**src/rtl/rx_seq_pkg.sv**
```systemverilog
package rx_seq_pkg;

   localparam int RX_STATE_W = 3;

   // State codes are visible at the top-level port; values are fixed.
   typedef enum logic [RX_STATE_W-1:0] {
      ST_STOP   = 3'b000,
      ST_FETCH  = 3'b001,
      ST_EOFCHK = 3'b010,
      ST_WAIT   = 3'b011,
      ST_SUSP   = 3'b100,
      ST_CLOSE  = 3'b101,
      ST_FLUSH  = 3'b110,
      ST_MOVE   = 3'b111
   } rx_state_e;

   typedef struct packed {
      logic intr;
      logic unavail;
      logic stopped;
   } rx_evt_t;

   localparam int RX_EVT_W = $bits(rx_evt_t);

endpackage

```
**src/rtl/rx_seq_fsm.sv**
```systemverilog
module rx_seq_fsm
   import rx_seq_pkg::*;
(
   input  logic      clk,
   input  logic      rst_n,
   input  logic      start_i,
   input  logic      stop_i,
   input  logic      poll_i,
   input  logic      dfetch_done_i,
   input  logic      dfetch_own_i,
   input  logic      frame_avail_i,
   input  logic      eof_i,
   input  logic      flush_done_i,
   input  logic      move_done_i,
   input  logic      close_done_i,
   output rx_state_e state_q,
   output rx_evt_t   evt_d
);

   rx_state_e state_d;

   always_comb begin
      state_d = state_q;
      evt_d   = '0;
      if (stop_i) begin
         state_d       = ST_STOP;
         evt_d.stopped = (state_q != ST_STOP);
      end else begin
         unique case (state_q)
            ST_STOP:   if (start_i) state_d = ST_FETCH;
            ST_FETCH:  if (dfetch_done_i) begin
                          if (dfetch_own_i) begin
                             state_d = ST_WAIT;
                          end else begin
                             evt_d.unavail = 1'b1;
                             state_d = frame_avail_i ? ST_FLUSH : ST_SUSP;
                          end
                       end
            ST_WAIT:   if (frame_avail_i) state_d = ST_MOVE;
            ST_MOVE:   if (move_done_i) state_d = ST_CLOSE;
            ST_CLOSE:  if (close_done_i) begin
                          state_d    = ST_EOFCHK;
                          evt_d.intr = 1'b1;
                       end
            ST_EOFCHK: if (eof_i) state_d = ST_FETCH;
            ST_FLUSH:  if (flush_done_i) state_d = ST_SUSP;
            ST_SUSP:   if (poll_i) state_d = ST_FETCH;
            default:   state_d = ST_STOP;
         endcase
      end
   end

   always_ff @(posedge clk) begin
      if (!rst_n) state_q <= ST_STOP;
      else        state_q <= state_d;
   end

   // stop wins over every other input
   p_stop_wins_r7: assert property (@(posedge clk) disable iff (!rst_n)
      stop_i |=> state_q == ST_STOP);

   // start from stopped is taken
   p_start_taken_r2: assert property (@(posedge clk) disable iff (!rst_n)
      (state_q == ST_STOP && start_i && !stop_i) |=> state_q == ST_FETCH);

   // suspended state holds until poll
   p_susp_hold_r6: assert property (@(posedge clk) disable iff (!rst_n)
      (state_q == ST_SUSP && !poll_i && !stop_i) |=> state_q == ST_SUSP);

   // end-of-frame check holds until end of frame
   p_eof_hold_r9: assert property (@(posedge clk) disable iff (!rst_n)
      (state_q == ST_EOFCHK && !eof_i && !stop_i) |=> state_q == ST_EOFCHK);

endmodule

```
**src/rtl/rx_seq_req.sv**
```systemverilog
module rx_seq_req
   import rx_seq_pkg::*;
#(
   parameter int NUM_REQ = 4
) (
   input  logic               clk,
   input  logic               rst_n,
   input  rx_state_e          state_i,
   input  logic               stop_i,
   input  logic [NUM_REQ-1:0] done_i,
   output logic [NUM_REQ-1:0] req_o
);

   // Request order: fetch, close, flush, move
   localparam rx_state_e REQ_ST [4] = '{ST_FETCH, ST_CLOSE, ST_FLUSH, ST_MOVE};

   if (NUM_REQ != 4) begin : g_bad_num
      $error("rx_seq_req: NUM_REQ must be 4");
   end

   for (genvar g = 0; g < NUM_REQ; g++) begin : g_req
      assign req_o[g] = (state_i == REQ_ST[g]);

      // an open request stays open until its done or a stop
      p_req_held_r8: assert property (@(posedge clk) disable iff (!rst_n)
         (req_o[g] && !done_i[g] && !stop_i) |=> req_o[g]);
   end

endmodule

```
**src/rtl/rx_seq_evt.sv**
```systemverilog
module rx_seq_evt
   import rx_seq_pkg::*;
#(
   parameter bit REG_EVENTS = 1'b1
) (
   input  logic      clk,
   input  logic      rst_n,
   input  rx_state_e state_i,
   input  rx_evt_t   evt_d,
   output rx_evt_t   evt_o
);

   if (REG_EVENTS) begin : g_reg
      rx_evt_t evt_q;

      always_ff @(posedge clk) begin
         if (!rst_n) evt_q <= '0;
         else        evt_q <= evt_d;
      end
      assign evt_o = evt_q;

      // receive-done pulse marks first cycle of the end-of-frame check
      p_int_align_r3: assert property (@(posedge clk) disable iff (!rst_n)
         evt_o.intr |-> (state_i == ST_EOFCHK && $past(state_i) == ST_CLOSE));

      // unavailable pulse follows a fetch
      p_unavail_align_r4: assert property (@(posedge clk) disable iff (!rst_n)
         evt_o.unavail |-> ((state_i == ST_FLUSH || state_i == ST_SUSP)
                            && $past(state_i) == ST_FETCH));

      // stopped pulse only on entry into stopped
      p_stopped_align_r7: assert property (@(posedge clk) disable iff (!rst_n)
         evt_o.stopped |-> (state_i == ST_STOP && $past(state_i) != ST_STOP));
   end else begin : g_comb
      assign evt_o = evt_d;
   end

endmodule

```
**src/rtl/rx_desc_seq.sv**
```systemverilog
module rx_desc_seq
   import rx_seq_pkg::*;
#(
   parameter int STATE_W    = 3,
   parameter bit REG_EVENTS = 1'b1
) (
   input  logic               clk,
   input  logic               rst_n,
   input  logic               start_i,
   input  logic               stop_i,
   input  logic               poll_i,
   output logic               dfetch_req_o,
   input  logic               dfetch_done_i,
   input  logic               dfetch_own_i,
   input  logic               frame_avail_i,
   input  logic               eof_i,
   output logic               flush_req_o,
   input  logic               flush_done_i,
   output logic               move_req_o,
   input  logic               move_done_i,
   output logic               close_req_o,
   input  logic               close_done_i,
   output logic [STATE_W-1:0] state_o,
   output logic               rx_int_o,
   output logic               rx_unavail_o,
   output logic               rx_stopped_o
);

   localparam int NUM_REQ = 4;

   if (STATE_W != RX_STATE_W) begin : g_bad_w
      $error("rx_desc_seq: STATE_W must match the state code width");
   end

   rx_state_e          state_q;
   rx_evt_t            evt_d;
   rx_evt_t            evt_q;
   logic [NUM_REQ-1:0] req;

   rx_seq_fsm u_fsm (
      .clk           (clk),
      .rst_n         (rst_n),
      .start_i       (start_i),
      .stop_i        (stop_i),
      .poll_i        (poll_i),
      .dfetch_done_i (dfetch_done_i),
      .dfetch_own_i  (dfetch_own_i),
      .frame_avail_i (frame_avail_i),
      .eof_i         (eof_i),
      .flush_done_i  (flush_done_i),
      .move_done_i   (move_done_i),
      .close_done_i  (close_done_i),
      .state_q       (state_q),
      .evt_d         (evt_d)
   );

   rx_seq_req #(.NUM_REQ(NUM_REQ)) u_req (
      .clk     (clk),
      .rst_n   (rst_n),
      .state_i (state_q),
      .stop_i  (stop_i),
      .done_i  ({move_done_i, flush_done_i, close_done_i, dfetch_done_i}),
      .req_o   (req)
   );

   rx_seq_evt #(.REG_EVENTS(REG_EVENTS)) u_evt (
      .clk     (clk),
      .rst_n   (rst_n),
      .state_i (state_q),
      .evt_d   (evt_d),
      .evt_o   (evt_q)
   );

   assign dfetch_req_o = req[0];
   assign close_req_o  = req[1];
   assign flush_req_o  = req[2];
   assign move_req_o   = req[3];
   assign state_o      = state_q;
   assign rx_int_o     = evt_q.intr;
   assign rx_unavail_o = evt_q.unavail;
   assign rx_stopped_o = evt_q.stopped;

endmodule

```
**config.mk**
```make
export PLATFORM = sky130hd
export DESIGN_NAME = rx_desc_seq
export DESIGN_NICKNAME = d
export VERILOG_FILES = /design/src/rtl/rx_seq_pkg.sv /design/src/rtl/rx_seq_fsm.sv /design/src/rtl/rx_seq_req.sv /design/src/rtl/rx_seq_evt.sv /design/src/rtl/rx_desc_seq.sv
export SDC_FILE = /design/constraint.sdc
export NUM_CORES = 1
export LEC_CHECK = 0
export ABC_AREA = 1
export BUFFER_PORTS_ARGS = -buffer_cell sky130_fd_sc_hd__buf_2
export CORE_AREA = 5 5 42 44
export DETAILED_ROUTE_END_ITERATION = 6
export DIE_AREA = 0 0 47 49
export SYNTH_ARGS = -nofsm -noshare
export SYNTH_HDL_FRONTEND = slang
export SYNTH_SLANG_ARGS = --single-unit
```
**constraint.sdc**
```tcl
create_clock -name clk -period 1.21 [get_ports clk]
set_input_delay 0.121 -clock clk [delete_from_list [all_inputs] [get_ports clk]]
set_output_delay 0.121 -clock clk [all_outputs]
set_load 0.02 [all_outputs]
```
==> flow_summary.ini, run 1 <==
[status]
outcome = finished clean

[place]
port_buffers = 21
globalplace.congestion = 0.8610
dp_hpwl_um = 940.5
dp_slack_ns = 0.01306
dpl.cell_count = 114

[timing]
setup_viol = 0
fin_crit_ns = 1.189
finalHoldViolations = 0
worst_pin_slew_ns = 0.1896
grt_setup_unrepaired = true
finalCritPeriodShare_pct = 98.25
worst_slack_ns = 0.02116
slew_headroom_pct = 87.22
worst_clock_skew_ns = 0.0001580
finalMaxSlewViolations = 0
holdWs_ns = 0.1071
fmax_mhz = 841.2
finalSetupTns_ns = 0

[final_layout]
antenna_cells = 0
final_cells = 119
n_fill_cell = 155
multi_input_area_sq_um = 296.5
seqCellArea_sq_um = 131.4
syn_to_final_growth_pct = 47.08
final_net_count = 117
layout-drive-gt1-share_pct = 44.66

[run]
cap_viol_max_count = 0

[global_routing]
gr-usage-all-layers_pct = 11.00
grt_antenna_before_repair = 0
grt_max_degree = 10
first_global_vias = 475
grt_pass1_wl_um = 1897
grt_overflow = 0

[setup_path]
r2r_slack_ns = 0.02
critPathArrivalTime_ns = 1.07
crit_fanout = 4
critPathKind = reg2out
cp_data_required_time_ns = 1.09
critPathCaptureType = output pin
start_kind = register
rr_worst_depth = 10

[power_and_ir_drop]
power.density_mw_per_mm2 = 959.8
vdd_drop_max_v = 0.0005193
p_int_uw = 409.2
comb_power_share_pct = 33.5
pwr-share-clk_pct = 28.8
switching_share_pct = 35.46
power_frac_seq_pct = 37.7
p_sw_uw = 224.9
p_leak_nw = 0.4127

[floorplanning]
die_area_sq_mm = 0.002303
fp.dieW_um = 47
start_util_pct = 32.05
io_pins = 22
die_y_um = 49
placeableCoreArea_sq_mm = 0.001401
num_rows = 14

[synth]
synth_seq_cells = 6
synth_top_area_share_pct = 26.74
synth_area_per_cell_sq_um = 5.759
seq_area_frac_synth_pct = 26.74
synth_cell_types = 15
netlist_top_cells_area = dfxtp_1 27%, nand2_1 18%, nor2_1 14%
yosysWarnings = 0
synth_area_sq_um = 449.2
synth_nets = 90
async_reset_ff_share_pct = 0
synth_edf_count = 0
synth_area_leader_cell = dfxtp_1
syn_inst = 78
yosys_most_used_dff = dfxtp_1

[routing]
top_layer_used = met3
wl_met1_um = 482
met2_length_um = 606
ant_nets = 0
via_count = 527
viasPerCell = 4.429
first_pass_iters = 4
met3_length_um = 84
wl_per_cell_um = 9.857
drc = 0
finalWirelength_um = 1173
drtIter0Drc = 15

[clocking]
clkTransAtPathRegs_ns = 0.04
cts-root-buf = clkbuf_4
insertion_delay_ns = 0.24
cts_tree = built
cts.sinks = 6
cts_inserted_buffers = 3
clockBufferDepth = 2
h-tree-depth = 1

[min_path]
hold_path.class = in2reg
hold_depth = 3
[worst max-delay path: stages (launching register included)]
cell and delay [ns]:
dfxtp_4 0.37, inv_2 0.08, nor2_4 0.11, nand2_1 0.08, inv_1 0.06, buf_4 0.13
[cells in the final DEF (no fill, tap or decap)]
master / n
a21oi_1: 2
buf_2: 18
buf_4: 5
buf_6: 1
clkbuf_4: 3
dfxtp_1: 3
dfxtp_4: 3
inv_1: 10
inv_2: 2
inv_4: 1
nand2_1: 19
nand2_2: 3
nand2_4: 2
nand3_1: 7
nor2_1: 13
nor2_2: 4
nor2_4: 3
nor3_1: 2
nor3_4: 1
o21ai_0: 1
[cells by family after synthesis]
logic type	share of synthesized area [%]
flip-flops	26.74
AND/OR/NAND/NOR	54.04
AO/OA/AOI/OAI	3.342
buffers and inverters	15.88
[power groups by stage]
stage                     sequential [mW]  combinational, mW  clock (mW)
after floorplan                     0.241              0.144           0
after global placement              0.246              0.185           0
after detailed placement            0.246              0.185           0
after CTS                           0.236              0.200       0.192
after global routing                0.242              0.238       0.206
final                               0.239              0.212       0.183
[state kept, by name, indices dropped and copies added (netlist names)]
signal	count
u_evt.evt_o	3
u_fsm.state_q	3
[cell type report]
cell class	instances	share of cell area [%]
Multi-Input combinational cell	57	44.89
Timing Repair Buffer	24	21.02
Clock buffer	3	3.409
Tap cell	16	3.030
Inverter	13	7.765
Sequential cell	6	19.89
[worst paths after layout]
kind / startpoint / endpoint
worst max-delay path: u_fsm.state_q[0] / close_req_o
worst min-delay path: rst_n / u_evt.evt_o[0]
worst max register to register: u_fsm.state_q[0] / u_fsm.state_q[2]
worst min register to register: u_fsm.state_q[0] / u_evt.evt_o[0]
[repair_timing]
| item | CTS | global route |
|---|---|---|
| gates resized for setup | 1 | 12 |
| setup endpoints to repair | 2 | 7 |
| hold buffers | 0 | 0 |
| setup buffers | 2 | 0 |
| hold endpoints to repair | 0 | 0 |
| pin swaps | 0 | 7 |
[per-layer routing]
layer / vias to the layer above / track usage, %
met5: - / 0
met4: 0 / 2.765
met3: 0 / 4.428
met2: 18 / 17.19
met1: 223 / 13.69
li1: 286 / -
[per-stage QoR]
stage                     power, mW  utilization (%)  cell area [sq um]
after floorplan              0.3852                -              485.5
after global placement       0.4308            42.23              591.8
after detailed placement     0.4306            42.23              591.8
after CTS                    0.6281            45.09              631.9
after global routing         0.6859            47.14              660.6
final                        0.6341            47.14              660.6
[synthesized netlist by cell type, types with 2 or more instances]
master	count
dfxtp_1	6
a21oi_1	2
nor3_1	2
nor2_1	17
inv_1	11
nand3_1	7
nor2_2	2
buf_6	2
nand2_1	22
inv_2	2
No activity file was read; power rests on OpenSTA's default activity.
==> inputs of run 2 (changes only) <==
--- a/config.mk
+++ b/config.mk
@@ -12,4 +12,5 @@
 export DIE_AREA = 0 0 47 49
 export SYNTH_ARGS = -nofsm -noshare
 export SYNTH_HDL_FRONTEND = slang
+export SYNTH_HIERARCHICAL = 1
 export SYNTH_SLANG_ARGS = --single-unit
==> flow_summary.ini, run 2 <==
[synth]
synth_edf_count = 0
synth_top_area_share_pct = 25.81
async_reset_ff_share_pct = 0
synth_area_sq_um = 465.4
yosys_most_used_dff = dfxtp_1
syn_inst = 78
yosysWarnings = 6
synth.most_common_cell = nand2_1
synthTopCellsByCount = 17 x nand2_1, 15 x nor2_1, 12 x inv_1, 9 x nand3_1, 6 x dfxtp_1
synth_area_leader_cell = dfxtp_1
synth_seq_cells = 6
synth_area_per_cell_sq_um = 5.967
synth_nets = 90
netlist_top_cells_area = dfxtp_1 26%, nand2_1 14%, nor2_1 12%
synth_cell_types = 17
seq_area_frac_synth_pct = 25.81

[power_and_ir_drop]
p_int_uw = 427.3
p_leak_nw = 0.3792
switching_share_pct = 35.21
vdd_drop_max_v = 0.0004406
power_frac_seq_pct = 35.1
power.density_mw_per_mm2 = 983.5
p_sw_uw = 232.3
pwr-share-clk_pct = 30.1
comb_power_share_pct = 34.7
power_uw = 659.6

[final_layout]
antenna_cells = 0
final_cells = 122
final_net_count = 119
multi_input_area_sq_um = 287.8
seqCellArea_sq_um = 131.4
n_fill_cell = 153
syn_to_final_growth_pct = 44.09
utilization_pct = 47.86
postLayoutCellArea_sq_um = 670.6
layout-drive-gt1-share_pct = 40.57
layout_commonest_cell = buf_2
layout_common_cells = 20 x buf_2, 16 x nand2_1, 14 x nor2_1, 12 x inv_1, 9 x nand3_1

[timing]
finalHoldViolations = 0
finalCritPeriodShare_pct = 96.55
fin_crit_ns = 1.168
grt_setup_unrepaired = true
holdWs_ns = 0.09991
worst_slack_ns = 0.04178
fmax_mhz = 856.0
finalSetupTns_ns = 0
slew_headroom_pct = 85.62
worst_pin_slew_ns = 0.2150
worst_clock_skew_ns = 0.008435
setup_viol = 0
finalMaxSlewViolations = 0

[clocking]
clkTransAtPathRegs_ns = 0.05
cts_inserted_buffers = 3
cts.sinks = 6
cts_hold_buf = 0
cts-root-buf = clkbuf_4
insertion_delay_ns = 0.24
clockBufferDepth = 2
cts_tree = built
h-tree-depth = 1

[setup_path]
critical_path_buf_inv_count = 2
start_kind = register
cp_slowest_cell = dfxtp_4
crit_path_cell_trace = buf_6, nand2_2, nor2_1, buf_4
crit_fanout = 7
critPathArrivalTime_ns = 1.05
crit_family = flip-flops
critPathCaptureType = output pin
cp_data_required_time_ns = 1.09
critPathKind = reg2out
cp_slowest_stage_delay_ns = 0.39

[status]
outcome = finished clean

[place]
dpl.cell_count = 115
globalplace.congestion = 0.7740
place_area_sq_um = 596.8
port_buffers = 21
dp_slack_ns = -0.01126
dp_hpwl_um = 913.8

[routing]
viasPerCell = 4.713
first_pass_iters = 4
drtIter0Drc = 6
finalWirelength_um = 1243
drc = 0
ant_nets = 0
via_count = 575
wl_per_cell_um = 10.19

[floorplanning]
placeableCoreArea_sq_mm = 0.001401
fp.dieW_um = 47
die_y_um = 49
num_rows = 14
io_pins = 22
start_util_pct = 33.21
die_area_sq_mm = 0.002303

[global_routing]
grt_pass1_wl_um = 1904
grt_overflow = 0
first_global_vias = 496
gr-usage-all-layers_pct = 10.77
grt_antenna_before_repair = 0
grt_max_degree = 13

[run]
cap_viol_max_count = 0

[min_path]
hold_path.class = in2reg
## run 2: cell types whose count changed after synthesis, sizes merged
cell | before | now
o21ai | 1 | 0
a21boi | 0 | 1
a21oi | 2 | 4
a31oi | 0 | 1
nand3b | 0 | 1
nand4 | 0 | 1
nor2 | 20 | 18
nor3 | 3 | 1
nand3 | 7 | 11
nand2 | 24 | 18
inv | 13 | 14
## run 2: cells by family after synthesis
| group | synth area share (%) |
|---|---|
| buffers and inverters | 14.52 |
| DFF | 25.81 |
| AOI/OAI and AO/OA | 7.260 |
| and+or+nand+nor | 52.42 |
## run 2: final cells by class
class,count,share of cell area (%)
repair buffers,26,22.76
clock buffers,4,3.918
flip-flops and latches,6,19.59
well taps,16,2.985
multi-input cells,56,42.91
inverters,14,7.836
## run 2: worst paths after layout
path                                          to              from  slack (ns)  cells past startpoint
worst min-delay path              u_evt/evt_o[0]             rst_n         0.1                      3
worst min register to register  u_fsm/state_q[2]  u_fsm/state_q[2]        0.57                      2
worst max-delay path                 flush_req_o  u_fsm/state_q[2]        0.04                      4
worst max register to register  u_fsm/state_q[2]  u_fsm/state_q[1]        0.06                      6
## run 2: power groups by stage
stage          Sequential (mW)  Combinational [mW]  Clock, mW
4_1_cts                  0.238               0.203      0.208
6_report                 0.232               0.229      0.199
5_1_grt                  0.235               0.253      0.222
3_3_place_gp             0.243               0.202          0
2_1_floorplan            0.242               0.141          0
3_5_place_dp             0.243               0.203          0
## run 2: worst register-to-register path, cell delays in order (launching register included)
cell and delay, ns:
dfxtp_4 0.37, inv_1 0.09, nand2_1 0.10, nor3_2 0.18
nor2_4 0.08, a21oi_1 0.14, nor2_1 0.06
## run 2: per-layer routing
layer,global-route usage (%),up-vias,part of all wire (%)
li1,-,299,-
met1,12.75,250,42
met2,18.10,24,50
met3,2.214,2,7.8
met4,4.147,0,0.16
met5,0,-,0
## run 2: what timing repair did
action                                  in CTS  in global routing
buffers inserted                             0                  3
gates resized for setup                      4                  7
pin swaps                                    0                  3
endpoints found under the setup margin       6                  6
